$ cat src/rtl/piso_pkg.sv
`timescale 1ns/1ps
package piso_pkg;
  // Decoded per-cycle actions handed from control to datapath
  typedef struct packed {
    logic captureEn;   // copy parallel input into holding register
    logic loadEn;      // shift register takes a parallel word
    logic loadFresh;   // parallel word comes straight from the input bus
    logic clearEn;     // shift register forced to zero
    logic shiftEn;     // shift one place toward the output
  } pisoCtrl_t;
endpackage

$ cat src/rtl/piso_ctrl.sv
`timescale 1ns/1ps
module piso_ctrl
  import piso_pkg::*;
(
  input  logic      clk,
  input  logic      rst,
  input  logic      capStrobe,
  input  logic      shiftStrobe,
  input  logic      loadN,
  input  logic      clearN,
  output pisoCtrl_t ctrl,
  output logic      conflictErr
);
  logic clearReq;
  logic loadReq;
  logic conflictNow;
  logic errQ;

  assign clearReq    = ~clearN;
  assign loadReq     = ~loadN;
  assign conflictNow = clearReq & loadReq;

  // Priority: clear, then load, then shift
  always_comb begin
    ctrl.captureEn = capStrobe;
    ctrl.clearEn   = clearReq;
    ctrl.loadEn    = loadReq & ~clearReq;
    ctrl.loadFresh = loadReq & ~clearReq & capStrobe;
    ctrl.shiftEn   = shiftStrobe & ~loadReq & ~clearReq;
  end

  always_ff @(posedge clk) begin
    if (rst)              errQ <= 1'b0;
    else if (conflictNow) errQ <= 1'b1;
  end

  assign conflictErr = errQ;
endmodule

$ cat src/rtl/piso_datapath.sv
`timescale 1ns/1ps
module piso_datapath
  import piso_pkg::*;
#(
  parameter int WIDTH = 8
) (
  input  logic             clk,
  input  logic             rst,
  input  pisoCtrl_t        ctrl,
  input  logic [WIDTH-1:0] parIn,
  input  logic             serIn,
  output logic [WIDTH-1:0] storageQ,
  output logic [WIDTH-1:0] shiftQ
);
  logic [WIDTH-1:0] loadSrc;
  logic [WIDTH-1:0] nextShift;

  // Holding register
  always_ff @(posedge clk) begin
    if (rst)                 storageQ <= '0;
    else if (ctrl.captureEn) storageQ <= parIn;
  end

  assign loadSrc = ctrl.loadFresh ? parIn : storageQ;

  // One next-state mux per stage
  for (genvar i = 0; i < WIDTH; i++) begin : g_stage
    logic prevBit;
    if (i == 0) begin : g_head
      assign prevBit = serIn;
    end else begin : g_body
      assign prevBit = shiftQ[i-1];
    end
    assign nextShift[i] = ctrl.clearEn ? 1'b0 :
                          ctrl.loadEn  ? loadSrc[i] :
                          ctrl.shiftEn ? prevBit :
                                         shiftQ[i];
  end

  always_ff @(posedge clk) begin
    if (rst) shiftQ <= '0;
    else     shiftQ <= nextShift;
  end
endmodule

$ cat src/rtl/piso_buffered_shifter.sv
`timescale 1ns/1ps
module piso_buffered_shifter
  import piso_pkg::*;
#(
  parameter int WIDTH = 8
) (
  input  logic             clk,
  input  logic             rst,
  input  logic [WIDTH-1:0] parIn,
  input  logic             capStrobe,
  input  logic             shiftStrobe,
  input  logic             loadN,
  input  logic             clearN,
  input  logic             serIn,
  output logic             serOut,
  output logic             conflictErr
);
  localparam int MSB = WIDTH - 1;

  pisoCtrl_t        ctrl;
  logic [WIDTH-1:0] storageQ;
  logic [WIDTH-1:0] shiftQ;

  piso_ctrl u_ctrl (
    .clk         (clk),
    .rst         (rst),
    .capStrobe   (capStrobe),
    .shiftStrobe (shiftStrobe),
    .loadN       (loadN),
    .clearN      (clearN),
    .ctrl        (ctrl),
    .conflictErr (conflictErr)
  );

  piso_datapath #(.WIDTH(WIDTH)) u_dp (
    .clk      (clk),
    .rst      (rst),
    .ctrl     (ctrl),
    .parIn    (parIn),
    .serIn    (serIn),
    .storageQ (storageQ),
    .shiftQ   (shiftQ)
  );

  assign serOut = shiftQ[MSB];
endmodule

$ cat config.mk
export PLATFORM = sky130hd
export DESIGN_NAME = piso_buffered_shifter
export DESIGN_NICKNAME = d
export VERILOG_FILES = /design/src/rtl/piso_pkg.sv /design/src/rtl/piso_ctrl.sv /design/src/rtl/piso_datapath.sv /design/src/rtl/piso_buffered_shifter.sv
export SDC_FILE = /design/constraint.sdc
export NUM_CORES = 1
export LEC_CHECK = 0
export BUFFER_PORTS_ARGS = -buffer_cell sky130_fd_sc_hd__buf_4
export CAP_MARGIN = 20
export CORE_ASPECT_RATIO = 1.2
export CORE_MARGIN = 2
export CORE_UTILIZATION = 45
export DETAILED_ROUTE_END_ITERATION = 7
export HOLD_SLACK_MARGIN = 0.06
export PLACE_DENSITY_LB_ADDON = 0.15
export SLEW_MARGIN = 20
export SYNTH_ARGS = -nofsm -noshare
export SYNTH_HDL_FRONTEND = slang
export SYNTH_SLANG_ARGS = --single-unit
$ cat constraint.sdc
create_clock -name clk -period 0.96 [get_ports clk]
set_input_delay 0.192 -clock clk [delete_from_list [all_inputs] [get_ports clk]]
set_output_delay 0.192 -clock clk [all_outputs]
set_load 0.005 [all_outputs]
Word level (Yosys, flattened, before mapping)
Cells that the tools add are included.
W data, S select, Z words.
{ "op_classes": {"reduce_logical": 2, "bitwise": 7, "mux": 17} }
{ "ops": {"columns": ["op", "n"], "rows": [
  ["$mux W1", 16],
  ["$mux W8", 1],
  ["$and A1 B1 Y1", 5],
  ["$not A1 Y1", 2],
  ["$reduce_bool A2 Y1", 1],
  ["$reduce_or A2 Y1", 1]
]} }
{ "totals": {"out_inout_bits": 2, "ff_bits": 17, "in_bits": 15, "word_cells": 29} }

Depth between registers and ports, before layout
Gate-level depths: netlist of run 1.
{ "logic_depth": {"word_depth": 5, "ltp_mapped": 5} }

Cells and area by module
Synthesis of run 1 repeated with hierarchy kept, for this count alone.
{ "hier_totals": {"cells_unflattened": 73, "hier_area_um2": 824.5} }
{ "by_module_without_submodules": {"columns": ["module", "instances", "area_each_um2", "cells_each", "seq_area_each_um2"], "rows": [
  ["piso_datapath", 1, 745.7, 64, 320.3],
  ["piso_ctrl", 1, 78.8, 9, 20.0]
]} }

Worst setup path after synthesis of run 1
OpenSTA, ideal clock, no wires.
{ "synth_path": {"path_kind": "input port to flip-flop", "start": "input port rst", "end": "register u_dp.shiftQ[0]", "arrival_time_ns": 0.852, "path_slack_ns": 0.051, "stages": 5, "required_time_ns": 0.903, "cell_sequence": "buf_6 > nand2b_4 > buf_6 > a221oi_1 > a21o_1"} }
{ "synth_via": {"elab_chain_cells": 1} }
{ "synth_lines": {"columns": ["item", "line_no", "rtl"], "rows": [
  ["start, declared", "piso_buffered_shifter.sv:8", "input logic rst,"],
  ["$reduce_or A2 Y1 (no source line)", null, null],
  ["end signal, assigned", "piso_datapath.sv:42", "else shiftQ <= nextShift;"],
  ["end, declared", "piso_datapath.sv:13", "output logic [WIDTH-1:0] shiftQ"]
]} }
No other way between the ends.
A chain may end at the register's enable or synchronous reset.

Worst setup path after layout of run 1
{ "layout_path": {"start": "register u_ctrl.errQ (netlist: u_ctrl.conflictErr)", "end": "output port conflictErr"} }
{ "layout_lines": {"columns": ["item", "line_no", "rtl"], "rows": [
  ["start, declared", "piso_ctrl.sv:17", "logic errQ;"],
  ["start signal, assigned", "piso_ctrl.sv:33", "if (rst) errQ <= 1'b0;"],
  ["start signal, assigned", "piso_ctrl.sv:34", "else if (conflictNow) errQ <= 1'b1;"],
  ["end, declared", "piso_buffered_shifter.sv:16", "output logic conflictErr"]
]} }
No word-level cell between the ends.

==> results of run 1 <==
## report_power, final
part           switching (mW)  leakage, nW  internal [mW]
Sequential             0.0138        0.141          0.744
Combinational          0.0870        0.274          0.112
Clock                   0.201       0.0150          0.161
## metal layers
layer / global-route usage, % / vias to the layer above / share of wire [%]
li1: - / 289 / -
met1: 19.08 / 248 / 45
met2: 27.74 / 10 / 51
met3: 2.791 / 2 / 3.7
met4: 8.000 / 0 / 1.1
met5: 0 / - / 0
## state kept, by name, indices dropped and copies added, names as in the netlist
signal and cells:
u_ctrl.conflictErr 1, u_dp.shiftQ 8, u_dp.storageQ 8
## cell usage after synthesis (2+ instances only)
cell	number
a21o_1	3
and2b_1	3
nor2_1	11
nand2_1	3
nor2b_1	3
a221oi_1	3
dfxtp_1	17
a211oi_1	10
mux2i_1	8
buf_6	3
buf_2	2
## layout make-up
type / instances / area (um^2) / area share, %
multi-input combinational: 46 / 325.3 / 36.16
tap: 17 / 21.27 / 2.364
inverter: 1 / 3.754 / 0.4172
timing repair buffer: 24 / 180.2 / 20.03
sequential: 17 / 342.8 / 38.11
clock buffer: 4 / 26.28 / 2.921
## placed cells by master (no fill, tap or decap)
master / synthesis / layout
mux2i_2: 0 / 1
dfxtp_2: 0 / 2
nor2_1: 11 / 11
nand2_1: 3 / 3
buf_4: 0 / 24
nor3_2: 1 / 1
and2b_1: 3 / 3
nand2b_4: 1 / 1
inv_1: 1 / 1
a21o_1: 3 / 3
clkbuf_1: 0 / 1
a211oi_1: 10 / 10
nor2b_1: 3 / 3
clkbuf_4: 0 / 3
a221oi_1: 3 / 3
mux2i_1: 8 / 7
dfxtp_1: 17 / 15
## per-stage QoR
| stage | TNS [ns] | setup WS (ns) | hold WS, ns |
|---|---|---|---|
| 5_1_grt | 0 | 0.002372 | 0.1716 |
| 4_1_cts | 0 | 0.02272 | 0.1834 |
| 3_5_place_dp | -0.1688 | -0.07525 | 0.4505 |
| 6_report | 0 | 0.03882 | 0.1823 |
| 2_1_floorplan | 0 | 0.05068 | 0.3588 |
| 3_3_place_gp | -0.1592 | -0.06571 | 0.4396 |
## cell families (layout without fill, tap and decap cells)
family / Yosys count / in the layout / share of synthesized area, %
AOI/OAI and AO/OA: 16 / 16 / 17.46
buffers and inverters: 6 / 29 / 6.701
DFF: 17 / 17 / 47.97
muxes: 8 / 8 / 11.29
and+or+nand+nor: 22 / 22 / 16.58
## how the worst max path moves through the flow
stage / start / endpoint / slack (ns)
after global routing: u_dp.storageQ[0] / u_dp.shiftQ[0] / 0.002
after global placement: capStrobe / u_dp.shiftQ[6] / -0.07
final: u_ctrl.conflictErr / conflictErr / 0.04
after detailed placement: capStrobe / u_dp.shiftQ[6] / -0.08
after CTS: u_ctrl.conflictErr / conflictErr / 0.02
after floorplan: rst / u_dp.shiftQ[0] / 0.05
==> flow_summary.json, run 1 <==
{
  "synth_nets": 84,
  "grt.total_usage_pct": 16.14,
  "placed_area_um2": 867.1,
  "finalSetupViolations": 0,
  "dpl.hpwl_um": 1015,
  "achievable-frequency_mhz": 1086,
  "max_stage_delay_ns": 0.33,
  "gp_congestion": 0.7636,
  "antenna_cells": 0,
  "crit_path_end_kind": "primary output",
  "yosys.cell_types.count": 14,
  "critPathArrivalTime_ns": 0.73,
  "outcome": "finished, final reports clean",
  "grt_max_degree": 13,
  "antenna_found_initial": 0,
  "first_global_vias": 503,
  "vias": 549,
  "cp.buffers_inverters": 1,
  "die_h_um": 47.50,
  "fin_nets": 108,
  "min_from": "parIn[4]",
  "synth_top_area_cell": "dfxtp_1",
  "gr-total-overflow": 0,
  "path_depth": 1,
  "dieArea_um2": 1911,
  "htree_levels": 1,
  "drt-vias-per-instance": 5.037,
  "critical_path_class": "reg2out",
  "wirelength_um": 1259,
  "post_cts_buffers": 0,
  "ant_nets": 0,
  "die_w_um": 40.25,
  "path_clk_slew_ns": 0.09,
  "clkSinkCount": 17,
  "whs_path_depth": 3,
  "slew_headroom_pct": 82.49,
  "first_pass_iters": 3,
  "fin_crit_sh_pct": 95.96,
  "finalPower_mw": 1.318,
  "cts_tree": "yes",
  "numCtsBuffers": 3,
  "core_um2": 1464,
  "portBuffers": 16,
  "drt_iter0_drc": 1,
  "fin_area_um2": 899.6,
  "ys_seq_area_share_pct": 47.97,
  "p_leak_nw": 0.4291,
  "slew_violations": 0,
  "finalClockSkew_ns": 0.001028,
  "cp-start-kind": "flop",
  "crit_fanout": 2,
  "rows": 15,
  "stdcell_count": 109,
  "min_to": "u_dp.storageQ[4]",
  "final-hold-violation-count": 0,
  "area_growth_pct": 26.81,
  "start_util_pct": 48.46,
  "synth_ff_type": "dfxtp_1",
  "crit_path_cell_trace": "buf_4",
  "clock_latency_ns": 0.27,
  "reg2reg_from": "u_dp.storageQ[6]",
  "finalCriticalPeriod_ns": 0.9212,
  "synth.avg_cell_area_um2": 10.28,
  "r2r_end": "u_dp.shiftQ[6]",
  "num_io_pins": 17,
  "r2r_cells": 3,
  "synth.area.top_cells": "dfxtp_1 (48%), mux2i_1 (11%), a211oi_1 (11%)",
  "async_flop_share_pct": 0,
  "peakVddDrop_mv": 0.8807,
  "reg2reg_setup_slack_ns": 0.06,
  "syn_inst": 69,
  "crit_slowest_cell": "dfxtp_2",
  "drc": 0,
  "clockBufferDepth": 2,
  "numPlacedInstances": 105,
  "yosysTopAreaCellShare_pct": 47.97,
  "grt_pass1_wl_um": 2035,
  "critPathRequiredTime_ns": 0.77,
  "cap_viol_max_count": 0,
  "power.density_nw_per_um2": 1465,
  "syn_area_um2": 709.4,
  "hold_buffers": 0,
  "worstMarginPinSlew_ns": 0.2554,
  "fillers": 134,
  "crit_family": "flip-flops",
  "rsz0062_at_grt": "no",
  "drive_above_1_share_pct": 34.78,
  "post_cts_resized": 0,
  "holdCritPathClass": "in2reg",
  "post-route-util_pct": 61.45,
  "synth_edf_count": 0,
  "cts-root-buf": "clkbuf_4",
  "yosys_warnings": 0,
  "synth-seq-cells": 17,
  "post_drt_wl_per_cell_um": 11.55
}
(Power assumes the default switching activity.)
==> run 2, diff against run 1 <==
--- a/config.mk
+++ b/config.mk
@@ -5,14 +5,14 @@
 export SDC_FILE = /design/constraint.sdc
 export NUM_CORES = 1
 export LEC_CHECK = 0
+export ABC_AREA = 1
 export BUFFER_PORTS_ARGS = -buffer_cell sky130_fd_sc_hd__buf_4
 export CAP_MARGIN = 20
-export CORE_ASPECT_RATIO = 1.2
 export CORE_MARGIN = 2
-export CORE_UTILIZATION = 45
+export CORE_UTILIZATION = 50
 export DETAILED_ROUTE_END_ITERATION = 7
 export HOLD_SLACK_MARGIN = 0.06
-export PLACE_DENSITY_LB_ADDON = 0.15
+export PLACE_DENSITY_LB_ADDON = 0.3
 export SLEW_MARGIN = 20
 export SYNTH_ARGS = -nofsm -noshare
 export SYNTH_HDL_FRONTEND = slang
==> constraint.sdc (replaced) <==
create_clock -name clk -period 1 [get_ports clk]
set_input_delay 0.2 -clock clk [delete_from_list [all_inputs] [get_ports clk]]
set_output_delay 0.2 -clock clk [all_outputs]
set_load 0.005 [all_outputs]
==> run 2 against run 1 <==
Compared with the run above: area after synthesis is 3.2% higher; utilization is 8.4 points higher; sequential share of layout area is 1.6 points lower; synthesized cell count is 55% higher; power is 1.3% higher; final cell count is 34% higher; critical path type unchanged; critical endpoint unchanged; largest cell class unchanged; highest routed layer unchanged.
==> flow_summary.json, run 2 <==
{
  "post_drt_wl_per_cell_um": 11.19,
  "crit_path_end_kind": "primary output",
  "max_stage_delay_ns": 0.33,
  "yosysTopAreaCellShare_pct": 46.50,
  "fin_crit_sh_pct": 95.19,
  "portBuffers": 16,
  "clock_latency_ns": 0.30,
  "critical_path_class": "reg2out",
  "numCtsBuffers": 3,
  "peakVddDrop_mv": 0.8510,
  "grt_pass1_wl_um": 2684,
  "htree_levels": 1,
  "achievable-frequency_mhz": 1051,
  "grt_max_degree": 15,
  "gp_congestion": 0.7961,
  "p_leak_nw": 0.4794,
  "finalSetupViolations": 0,
  "synth.avg_cell_area_um2": 6.841,
  "dieArea_um2": 1786,
  "min_to": "u_dp.storageQ[6]",
  "async_flop_share_pct": 0,
  "drc": 0,
  "yosys.cell_types.count": 13,
  "dpl.hpwl_um": 1179,
  "synth_ff_type": "dfxtp_1",
  "mostFrequentLayoutCells": "nand2_1 (31), buf_4 (23), dfxtp_1 (17)",
  "slew_headroom_pct": 69.96,
  "path_clk_slew_ns": 0.11,
  "post_cts_buffers": 0,
  "area_growth_pct": 27.35,
  "layout_commonest_cell": "nand2_1",
  "gr-total-overflow": 0,
  "fin_nets": 147,
  "crit_path_cell_trace": "buf_4",
  "whs_path_depth": 3,
  "r2r_end": "u_dp.shiftQ[2]",
  "yosys_warnings": 0,
  "vias": 739,
  "syn_area_um2": 732.0,
  "num_io_pins": 17,
  "placed_area_um2": 905.9,
  "ant_nets": 0,
  "cts-root-buf": "clkbuf_4",
  "drive_above_1_share_pct": 23.66,
  "start_util_pct": 54.88,
  "outcome": "finished, final reports clean",
  "synth-seq-cells": 17,
  "synth.area.top_cells": "dfxtp_1 (46%), nand2_1 (16%), nor2_1 (7.7%)",
  "rows": 13,
  "worstMarginPinSlew_ns": 0.4490,
  "grt.total_usage_pct": 19.41,
  "synth_nets": 122,
  "power.density_nw_per_um2": 1432,
  "core_um2": 1334,
  "cp.buffers_inverters": 1,
  "antenna_cells": 0,
  "finalCriticalPeriod_ns": 0.9519,
  "holdCritPathClass": "in2reg",
  "fin_area_um2": 932.1,
  "cts_tree": "yes",
  "wirelength_um": 1634,
  "finalPower_mw": 1.335,
  "clockBufferDepth": 2,
  "reg2reg_from": "u_dp.shiftQ[1]",
  "cp-start-kind": "flop",
  "min_from": "parIn[6]",
  "drt_iter0_drc": 24,
  "cap_viol_max_count": 0,
  "drt-vias-per-instance": 5.062,
  "reg2reg_setup_slack_ns": 0.15,
  "final-hold-violation-count": 0,
  "crit_fanout": 2,
  "die_h_um": 42.26,
  "critPathRequiredTime_ns": 0.80,
  "critPathArrivalTime_ns": 0.75,
  "finalClockSkew_ns": 0.01088,
  "syn_inst": 107,
  "first_pass_iters": 4,
  "clkSinkCount": 17,
  "crit_family": "flip-flops",
  "r2r_cells": 3,
  "antenna_found_initial": 0,
  "crit_slowest_cell": "dfxtp_1",
  "rsz0062_at_grt": "no",
  "ys_seq_area_share_pct": 46.50,
  "ys_top_cells_by_count": "nand2_1 (31), dfxtp_1 (17), nor2_1 (15)",
  "die_w_um": 42.26,
  "slew_violations": 0,
  "yosysMostFrequentCell": "nand2_1",
  "first_global_vias": 650,
  "synth_edf_count": 0,
  "synth_top_area_cell": "dfxtp_1"
}
==> run 2: per-stage QoR <==
stage	instances	utilization, %	setup slack [ns]	setup TNS (ns)	hold slack [ns]
after floorplan	107	-	0.09332	0	0.3700
final	146	69.89	0.04814	0	0.1835
after CTS	146	69.89	0.04842	0	0.1810
after global routing	146	69.89	0.02298	0	0.2025
after global placement	142	67.92	-0.1045	-0.3952	0.4566
after detailed placement	142	67.92	-0.1423	-0.5167	0.4646
==> run 2: cell type report <==
cell class	instances	area, um^2
fillers	108	401.6
multi-input cells	76	332.8
clock buffers	4	26.28
well taps	15	18.77
inverters	11	41.29
repair buffers	23	172.7
flip-flops and latches	17	340.3
==> run 2: how the worst max path moves through the flow <==
stage                  startpoint        endpoint  depth (start not counted)
5_1_grt            u_dp.shiftQ[7]          serOut                          1
3_5_place_dp                loadN  u_dp.shiftQ[3]                          7
4_1_cts        u_ctrl.conflictErr     conflictErr                          1
2_1_floorplan                 rst  u_dp.shiftQ[1]                          4
6_report       u_ctrl.conflictErr     conflictErr                          1
3_3_place_gp                loadN  u_dp.shiftQ[3]                          7
==> run 2: repair_timing <==
action | 4_1_cts | 5_1_grt
endpoints found under the setup margin | 0 | 1
gates resized for setup | 0 | 1
hold buffers | 0 | 0
==> run 2: power by group <==
| group | leakage [nW] | internal (mW) | switching, mW |
|---|---|---|---|
| combinational | 0.324 | 0.108 | 0.122 |
| sequential | 0.140 | 0.715 | 0.0114 |
| clock | 0.0150 | 0.155 | 0.223 |
| total | 0.479 | 0.979 | 0.356 |
==> run 2: logic make-up (layout without fill, tap and decap cells) <==
group | Yosys count | after routing | synth area share (%)
compound gates | 17 | 17 | 11.62
buf+inv | 14 | 38 | 8.033
flops | 17 | 17 | 46.50
simple gates | 59 | 59 | 33.85
==> run 2: metal layers <==
metal  up-vias  global-route usage [%]  routed length [um]
met5         -                       0                   0
met4         0                   7.500                  29
met3         6                   4.741                 106
met2        31                   32.00                 785
met1       320                   24.20                 712
li1        382                       -                   -
